## src/rtl/sdma_pkg.sv

```systemverilog
package sdma_pkg;
    localparam int TAG_LSB  = 20;
    localparam int SRST_BIT = 0;
    localparam int RUN_BIT  = 1;
    localparam int CMPL_BIT = 26;
    localparam logic [31:0] CTL_WMASK = 32'h00F0_001F;
    localparam logic [31:0] CTL_W1C   = 32'h1C00_0000;

    localparam logic [1:0] FLD_CTL = 2'd0;
    localparam logic [1:0] FLD_CBL = 2'd1;
    localparam logic [1:0] FLD_LVI = 2'd2;

    typedef enum logic [1:0] {
        ST_IDLE = 2'd0,
        ST_MOVE = 2'd1,
        ST_FIN  = 2'd2,
        ST_REJ  = 2'd3
    } fsm_e;
endpackage

```

## src/rtl/sdma_tag_match.sv

```systemverilog
module sdma_tag_match #(
    parameter int NUM_STREAMS = 2,
    parameter int SEL_W       = 1
) (
    input  logic [NUM_STREAMS-1:0][3:0] tags,
    input  logic [3:0]                  want,
    output logic                        hit,
    output logic [SEL_W-1:0]            idx
);
    // Scan downward so the lowest matching index wins.
    always_comb begin
        hit = 1'b0;
        idx = '0;
        for (int i = NUM_STREAMS - 1; i >= 0; i--) begin
            if (tags[i] == want) begin
                hit = 1'b1;
                idx = SEL_W'(i);
            end
        end
    end
endmodule

```

## src/rtl/sdma_chunk.sv

```systemverilog
module sdma_chunk #(
    parameter int LEN_W = 32
) (
    input  logic [LEN_W-1:0] left,
    input  logic [LEN_W-1:0] cbl,
    input  logic [LEN_W-1:0] lpib,
    input  logic [LEN_W-1:0] elen,
    input  logic [LEN_W-1:0] bp,
    output logic [LEN_W-1:0] chunk,
    output logic             ent_end
);
    logic [LEN_W-1:0] room_c;
    logic [LEN_W-1:0] room_e;
    logic [LEN_W-1:0] min_a;

    always_comb begin
        room_c  = (lpib < cbl) ? (cbl - lpib) : '0;
        room_e  = (bp < elen) ? (elen - bp) : '0;
        min_a   = (left < room_c) ? left : room_c;
        chunk   = (min_a < room_e) ? min_a : room_e;
        ent_end = (chunk == room_e);
    end
endmodule

```

## src/rtl/sdma_engine.sv

```systemverilog
module sdma_engine #(
    parameter int NUM_STREAMS = 2,
    parameter int LEN_W       = 32,
    parameter int ENT_W       = 8,
    localparam int SEL_W      = (NUM_STREAMS > 1) ? $clog2(NUM_STREAMS) : 1
) (
    input  logic             clk,
    input  logic             rst_n,
    input  logic             reg_we,
    input  logic [SEL_W-1:0] reg_sel,
    input  logic [1:0]       reg_field,
    input  logic [31:0]      reg_wdata,
    input  logic [31:0]      pos_base,
    input  logic [SEL_W-1:0] rd_sel,
    output logic [31:0]      rd_ctl,
    output logic [LEN_W-1:0] rd_lpib,
    input  logic             req_valid,
    input  logic [3:0]       req_tag,
    input  logic             req_dir,
    input  logic [LEN_W-1:0] req_len,
    output logic             idle,
    output logic             done,
    output logic             done_ok,
    output logic [SEL_W-1:0] desc_stream,
    output logic [ENT_W-1:0] desc_entry,
    input  logic [63:0]      desc_addr,
    input  logic [LEN_W-1:0] desc_len,
    input  logic             desc_ioc,
    output logic             mem_valid,
    output logic             mem_dir,
    output logic [63:0]      mem_addr,
    output logic [LEN_W-1:0] mem_len,
    output logic             wb_valid,
    output logic [31:0]      wb_addr,
    output logic [LEN_W-1:0] wb_data
);
    import sdma_pkg::*;

    typedef struct packed {
        logic [31:0]      ctl;
        logic [LEN_W-1:0] cbl;
        logic [ENT_W-1:0] lvi;
        logic [LEN_W-1:0] lpib;
        logic [ENT_W-1:0] be;
        logic [LEN_W-1:0] bp;
    } strm_t;

    typedef struct packed {
        fsm_e                        fsm;
        logic [SEL_W-1:0]            cur;
        logic [LEN_W-1:0]            left;
        logic                        dir;
        logic                        pend;
        strm_t [NUM_STREAMS-1:0]     s;
    } eng_t;

    eng_t st_q, st_d;

    logic [NUM_STREAMS-1:0][3:0] tags;
    logic                        hit;
    logic [SEL_W-1:0]            hit_idx;
    logic [LEN_W-1:0]            chunk;
    logic                        ent_end;
    logic [31:0]                 old_c, new_c;
    logic [LEN_W-1:0]            nxt_lpib, nxt_bp, nxt_left;
    strm_t                       cs;

    for (genvar g = 0; g < NUM_STREAMS; g++) begin : g_tags
        assign tags[g] = st_q.s[g].ctl[TAG_LSB+3:TAG_LSB];
    end

    sdma_tag_match #(.NUM_STREAMS(NUM_STREAMS), .SEL_W(SEL_W)) u_match (
        .tags(tags), .want(req_tag), .hit(hit), .idx(hit_idx)
    );

    assign cs = st_q.s[st_q.cur];

    sdma_chunk #(.LEN_W(LEN_W)) u_chunk (
        .left(st_q.left), .cbl(cs.cbl), .lpib(cs.lpib),
        .elen(desc_len), .bp(cs.bp), .chunk(chunk), .ent_end(ent_end)
    );

    always_comb begin
        st_d     = st_q;
        old_c    = '0;
        new_c    = '0;
        nxt_lpib = cs.lpib + chunk;
        nxt_bp   = cs.bp + chunk;
        nxt_left = st_q.left - chunk;

        // Software register writes
        if (reg_we && (int'(reg_sel) < NUM_STREAMS)) begin
            case (reg_field)
                FLD_CTL: begin
                    old_c = st_q.s[reg_sel].ctl;
                    new_c = (old_c & ~CTL_WMASK) | (reg_wdata & CTL_WMASK);
                    new_c = new_c & ~(reg_wdata & CTL_W1C);
                    st_d.s[reg_sel].ctl = new_c;
                    if (new_c[SRST_BIT]) begin
                        st_d.s[reg_sel].lpib = '0;
                        st_d.s[reg_sel].be   = '0;
                        st_d.s[reg_sel].bp   = '0;
                    end else if (new_c[RUN_BIT] && !old_c[RUN_BIT]) begin
                        st_d.s[reg_sel].be = '0;
                        st_d.s[reg_sel].bp = '0;
                    end
                end
                FLD_CBL: st_d.s[reg_sel].cbl = reg_wdata[LEN_W-1:0];
                FLD_LVI: st_d.s[reg_sel].lvi = reg_wdata[ENT_W-1:0];
                default: ;
            endcase
        end

        // Transfer engine
        case (st_q.fsm)
            ST_IDLE: begin
                if (req_valid) begin
                    if (!hit || !st_q.s[hit_idx].ctl[RUN_BIT] ||
                        st_q.s[hit_idx].ctl[CMPL_BIT]) begin
                        st_d.fsm = ST_REJ;
                    end else begin
                        st_d.cur  = hit_idx;
                        st_d.left = req_len;
                        st_d.dir  = req_dir;
                        st_d.pend = 1'b0;
                        st_d.fsm  = (req_len == '0) ? ST_FIN : ST_MOVE;
                    end
                end
            end
            ST_MOVE: begin
                st_d.left = nxt_left;
                st_d.s[st_q.cur].lpib = (nxt_lpib >= cs.cbl) ? '0 : nxt_lpib;
                if (ent_end) begin
                    if (desc_ioc) st_d.pend = 1'b1;
                    st_d.s[st_q.cur].bp = '0;
                    st_d.s[st_q.cur].be = (cs.be >= cs.lvi) ? '0 : cs.be + 1'b1;
                end else begin
                    st_d.s[st_q.cur].bp = nxt_bp;
                end
                if (nxt_left == '0 || (chunk == '0 && !ent_end)) st_d.fsm = ST_FIN;
            end
            ST_FIN: begin
                if (st_q.pend) st_d.s[st_q.cur].ctl[CMPL_BIT] = 1'b1;
                st_d.fsm = ST_IDLE;
            end
            default: st_d.fsm = ST_IDLE;
        endcase
    end

    always_ff @(posedge clk or negedge rst_n) begin
        if (!rst_n) st_q <= '0;
        else        st_q <= st_d;
    end

    assign idle        = (st_q.fsm == ST_IDLE);
    assign done        = (st_q.fsm == ST_FIN) || (st_q.fsm == ST_REJ);
    assign done_ok     = (st_q.fsm == ST_FIN);
    assign desc_stream = st_q.cur;
    assign desc_entry  = cs.be;
    assign mem_valid   = (st_q.fsm == ST_MOVE);
    assign mem_dir     = st_q.dir;
    assign mem_addr    = desc_addr + 64'(cs.bp);
    assign mem_len     = chunk;
    assign wb_valid    = (st_q.fsm == ST_FIN) && pos_base[0];
    assign wb_addr     = {pos_base[31:1], 1'b0} + (32'(st_q.cur) << 3);
    assign wb_data     = cs.lpib;
    assign rd_ctl      = st_q.s[rd_sel].ctl;
    assign rd_lpib     = st_q.s[rd_sel].lpib;

    AST_MOVE_WITHIN_REQ: assert property (@(posedge clk) disable iff (!rst_n)
        mem_valid |-> mem_len <= st_q.left);
    AST_MOVE_WITHIN_RING: assert property (@(posedge clk) disable iff (!rst_n)
        (mem_valid && cs.lpib < cs.cbl) |-> mem_len <= cs.cbl - cs.lpib);
    AST_NO_MOVE_WHILE_CMPL: assert property (@(posedge clk) disable iff (!rst_n)
        mem_valid |-> !cs.ctl[CMPL_BIT]);
    AST_ACCEPT_LEAVES_IDLE: assert property (@(posedge clk) disable iff (!rst_n)
        (idle && req_valid) |=> !idle);
    AST_DONE_PULSE: assert property (@(posedge clk) disable iff (!rst_n)
        done |=> !done);
    AST_WB_ON_SUCCESS: assert property (@(posedge clk) disable iff (!rst_n)
        wb_valid |-> (done && done_ok));
    AST_CMPL_AT_END: assert property (@(posedge clk) disable iff (!rst_n)
        $rose(cs.ctl[CMPL_BIT]) |-> $past(st_q.fsm == ST_FIN));
endmodule

```

## config.mk

```make
export PLATFORM = sky130hd
export DESIGN_NAME = sdma_engine
export DESIGN_NICKNAME = d
export VERILOG_FILES = /design/src/rtl/sdma_pkg.sv /design/src/rtl/sdma_tag_match.sv /design/src/rtl/sdma_chunk.sv /design/src/rtl/sdma_engine.sv
export SDC_FILE = /design/constraint.sdc
export NUM_CORES = 1
export LEC_CHECK = 0
export ABC_AREA = 1
export CAP_MARGIN = 15
export CORE_MARGIN = 2
export CORE_UTILIZATION = 25
export CTS_CLUSTER_DIAMETER = 120
export DETAILED_ROUTE_END_ITERATION = 16
export GPL_TIMING_DRIVEN = 0
export SYNTH_ARGS = -nofsm -noshare
export SYNTH_HDL_FRONTEND = slang
export SYNTH_SLANG_ARGS = --single-unit
```

## constraint.sdc

```tcl
create_clock -name clk -period 17.2 [get_ports clk]
set_input_delay 3.44 -clock clk [delete_from_list [all_inputs] [get_ports clk]]
set_output_delay 3.44 -clock clk [all_outputs]
set_load 0.03 [all_outputs]
```

# Word level (Yosys, flattened, before mapping)

Index checks and enable logic that the tools add are counted.

Output and inout bits: 239
Register bits after elaboration: 325

Eq/ne operators: 13
Magnitude comparators: 12
Bitwise operators: 4
Add/subtract/negate cells: 8
Mux-type cells: 67
Reduce and logical (&&, ||, !) cells: 23

Operator list:

| cell                              | number |
|---|---|
| bitwise mux 288 bit               | 13 |
| demux 144 bit (select 1 bit)      | 10 |
| 2-to-1 mux 288 bit                | 5 |
| case mux 288 bit (3 select lines) | 1 |
| 2-to-1 mux 144 bit                | 5 |
| case mux 288 bit (2 select lines) | 1 |
| 2-to-1 mux 139 bit                | 3 |
| 2-to-1 mux 112 bit                | 3 |
| 2-to-1 mux 32 bit                 | 7 |
| 2-to-1 mux 72 bit                 | 2 |
| < comparator 32 bit               | 4 |
| logical NOT 32 bit                | 3 |
| subtractor 32 bit                 | 3 |
| 2-to-1 mux 40 bit                 | 2 |
| 2-to-1 mux 80 bit                 | 1 |
| adder 32 bit                      | 2 |
| adder 64 x 32 -> 64 bit           | 1 |
| case mux 32 bit (2 select lines)  | 1 |
| 2-to-1 mux 37 bit                 | 1 |
| 2-to-1 mux 35 bit                 | 1 |
| adder 32 x 4 -> 32 bit            | 1 |
| AND 32 bit                        | 1 |
| == test 32 bit                    | 1 |
| >= comparator 32 bit              | 1 |
| 25 further kinds                  | 54 |

# Logic depth before layout (Yosys ltp)

Word-level depth: 16
Depth in mapped cells: 97
Depth with buffers taken out: 88

# Cells and area by module

Synthesis repeated with hierarchy kept, for this count alone.

Cells, all modules: 5115
Area, all modules: 33256.9 µm²

By module, submodules not included:

| module         | instances | sequential area each (µm²) | cells each | area each (µm²) |
|---|---|---|---|---|
| sdma_engine    | 1         | 8132.8                     | 3886       | 26604.3 |
| sdma_chunk     | 1         | 0.0                        | 1191       | 6498.7 |
| sdma_tag_match | 1         | 0.0                        | 38         | 153.9 |

# Worst setup path after synthesis

Ideal clock, no wire load.

Kind: flip-flop to flip-flop
Start: register st_q (netlist bit desc_stream)
End: register st_q[204] (netlist name)
Arrival time: 12.893 ns
Path slack: 4.170 ns
Clock period less this slack: 13.030 ns
Cell stages (with the launch flop): 78
Path buffers: 8
Cells stage by stage: dfrtp_1 clkbuf_1 clkbuf_1 clkbuf_1 clkbuf_1 clkbuf_1 nand2_1 o21ai_0 ha_1 inv_1 fa_1 nand2_1 nand2_1 nand3_1 nand2_1 nand2_1 nand2_2 a21oi_1 [... 42 more ...] o21ai_1 nand2_1 nand3_1 and2_1 ha_1 nand2_1 inv_1 nand3_1 nor3_1 and3_1 nand4_1 nand3_1 inv_1 clkbuf_1 nand2_1 a21oi_1 nor2_1 a21oi_1

RTL lines:

| what                   | RTL line           | source |
|---|---|---|
| from (decl)            | sdma_engine.sv:57  | `eng_t st_q, st_d;` |
| from (signal assigned) | sdma_engine.sv:152 | `else st_q <= st_d;` |

==> run summary <==
Sequential-to-total area share from yosys stat = 25.6%
RSZ-0062 raised after global routing = false
Fill cells = 13.8k
WL final = 150 mm
DRT iter0 DRCs = 3,579
Critical path class = flop to flop
Final period util = 94.5%
Worst path required time = 17.63 ns
Crit. End Element = flop
Initial antenna violation count = 21
GP Congestion = 0.989
Area of the multi-input gates = 20,700 um^2
Post-DP HPWL = 121 mm
Rel. slew slack = 11.8%
H-tree depth = 2
#FFs+latches synth = 325
Worst path most repeated cell = nand2_1
Num rows = 130
Main synth FF type = dfrtp_1
Die area = 130,000 um^2
Core ar. = 126,000 um^2
Synth async-reset ratio = 100%
Wire length per cell = 21.4 um
Final hold violations = 0
Worst setup path start = desc_stream$_DFFE_PN0P_
Slew Viols, Final = 0
DRC = 0
Congestion Overflow GR = 0
FF+latch area = 8130 um^2
Tightest hold margin = 0.461 ns
CTS root buf = clkbuf_16
Crit path largest cell delay = 0.49 ns
Final setup viols = 0
Port Buffers = 439
Arr. time, crit path = 16.67 ns
Slowest library cell on the worst path = dfrtp_2
Final ANT Viol Nets = 0
Measured slew at the worst slew-check pin = 1.31 ns
# Max-Cap Violations = 0
Post-route minimum period = 16.25 ns
Mapped Area = 31,800 um^2
Clk sinks = 325
Worst-path clk slew = 0.06 ns
Top post-synthesis cells by area = dfrtp_1, nand2_1, ha_1, a21oi_1, inv_1
CP Launch Type = flop
Count of nets after finishing = 5,826
Post-synthesis xor/xnor area fraction = 5.26%
Synth Area in Simple Gates = 28.5%
Mux contribution to synthesized area = 1.57%
Die Y = 361 um
Mapped Cells = 4,804
Syn Area/Cell = 6.62 um^2
Status = finished clean
CTS tree = done
Synth Warn # = 0
Min-delay worst type = flop to flop
Largest net degree at the start of global routing = 119
Min-delay src = st_q[122]$_DFF_PN0_
Commonest non-fill, non-tap cell in the layout = nand2_1
Top cell type by total area after synthesis = dfrtp_1
FF-to-FF Start = desc_stream$_DFFE_PN0P_
Vias per cell = 5.13
Insertion delay to the later sink of the worst-skew pair = 0.62 ns
Most frequent cells in the layout = nand2_1, inv_1, clkdlybuf4s50_1
Via count = 35.9k
Area added between synthesis and finish = 25.6%
Fmax = 61.6 MHz
Hold_buf cts = 0
Drt pass-1 iters = 6
GRT Util Overall = 22.1%
Post-synth EDFFs = 0
Vias in the first global route = 33.3k
CTS buffer count = 42
Skew final = 0.0469 ns
Unique masters post-synth = 64
I/O pin cnt = 445
Wire length of the first global-routing pass = 217 mm
Syn_nets = 5,314
Share of cells above drive strength 1 = 5.61%
Max clock buf depth = 3
Synth Area in Adders = 12.1%
Maximum fanout along the worst path = 10
Die Width = 361 um
Largest family of logic cells by synthesized area = simple AND/OR/NAND/NOR gates
Setup_tns = 0 ns
Compound-cell area share of the yosys netlist = 17.6%
Initial Util = 25.3%
Synth top area share = 25.6%
worst max-delay path, delay by kind of cell (launching register included):
family                     cells  cell delay [ns]
and+or+nand+nor               31             4.15
DFF                            1             0.49
buffers and inverters         17             4.38
adders and majority gates      6             1.87
AOI/OAI and AO/OA             25             5.08
cells in the mapped netlist, drive strengths merged, types with 2 or more instances:
cell     count
a21o        13
a21oi      429
clkbuf     167
o211ai      14
nand2     1209
or3          2
nand4       86
o31ai        4
a21boi      10
a221oi       8
mux2        40
and2         2
nor3        55
or2         86
xor2       132
a211oi      43
nand3b       6
ha         298
dfrtp      325
o21ai      407
o21a         9
nor4        22
inv        542
mux2i        5
a31oi       33
and3         3
buf         42
o21bai       5
xnor2       59
fa           6
o2111ai      2
nand3      252
a221o        6
o22ai       25
o221ai       6
clkinv       6
a32oi        2
nor2       429
a22oi        6
cell families (layout without fill, tap and decap cells):
logic type | Yosys count | count (layout)
buf+inv | 757 | 1299
compound gates | 1027 | 1027
xor+xnor | 191 | 191
other cells | 1 | 7
mux | 45 | 45
fa+ha+maj | 304 | 304
flops | 325 | 325
simple gates | 2154 | 2154
stage by stage:
| step | area (um^2) | util (%) | setup WS, ns | std cells |
|---|---|---|---|---|
| final | 40000 | 31.7 | 0.954 | 7002 |
| after global routing | 39900 | 31.7 | 0.0301 | 6999 |
| after CTS | 39900 | 31.7 | 0.161 | 6996 |
| after detailed placement | 38600 | 30.6 | -0.652 | 6922 |
| after global placement | 38300 | 30.4 | -3.02 | 6893 |
| after floorplan | 31800 | - | 4.17 | 4804 |
cell type report:
type | count | share of cell area [%]
clock buffer | 59 | 2.94
timing repair buffer | 468 | 11.7
buffer | 209 | 2.34
tap | 1650 | 5.17
antenna | 6 | 0.0376
sequential | 325 | 20.4
inverter | 548 | 5.15
multi-input combinational | 3722 | 51.9
clock inverter | 15 | 0.366
state kept, by name, indices dropped and copies added (netlist names), named ones only:
register / cells
mem_dir: 1
st_q: 322
desc_stream: 1
repair_timing:
item / in CTS / in global routing
gates cloned: 0 / 0
resized for setup: 7 / 33
pin swaps: 0 / 0
buffers inserted: 0 / 0
setup endpoints to repair: 64 / 64
final timing paths:
check,to,slack (ns),cells past startpoint
min reg2reg,st_q[122]$_DFF_PN0_,0.46,2
min,st_q[122]$_DFF_PN0_,0.46,2
max,st_q[195]$_DFF_PN0_,0.95,79
max reg2reg,st_q[195]$_DFF_PN0_,0.95,79
max in group asynchronous,st_q[316]$_DFFE_PN0P_,12.74,4
min in group asynchronous,st_q[135]$_DFF_PN0_,2.60,1
per-layer routing:
metal / GRT usage, % / vias to the layer above / part of all wire (%)
met5: 0 / - / 0.17
met1: 28.5 / 16800 / 41
met4: 10.8 / 16 / 5.4
met3: 3.66 / 336 / 8.4
li1: - / 17000 / -
met2: 35.5 / 1732 / 45
Power is left out: the tool's default activity adds up to more than one toggle a clock period on the data nets, which glitch-free logic cannot reach.
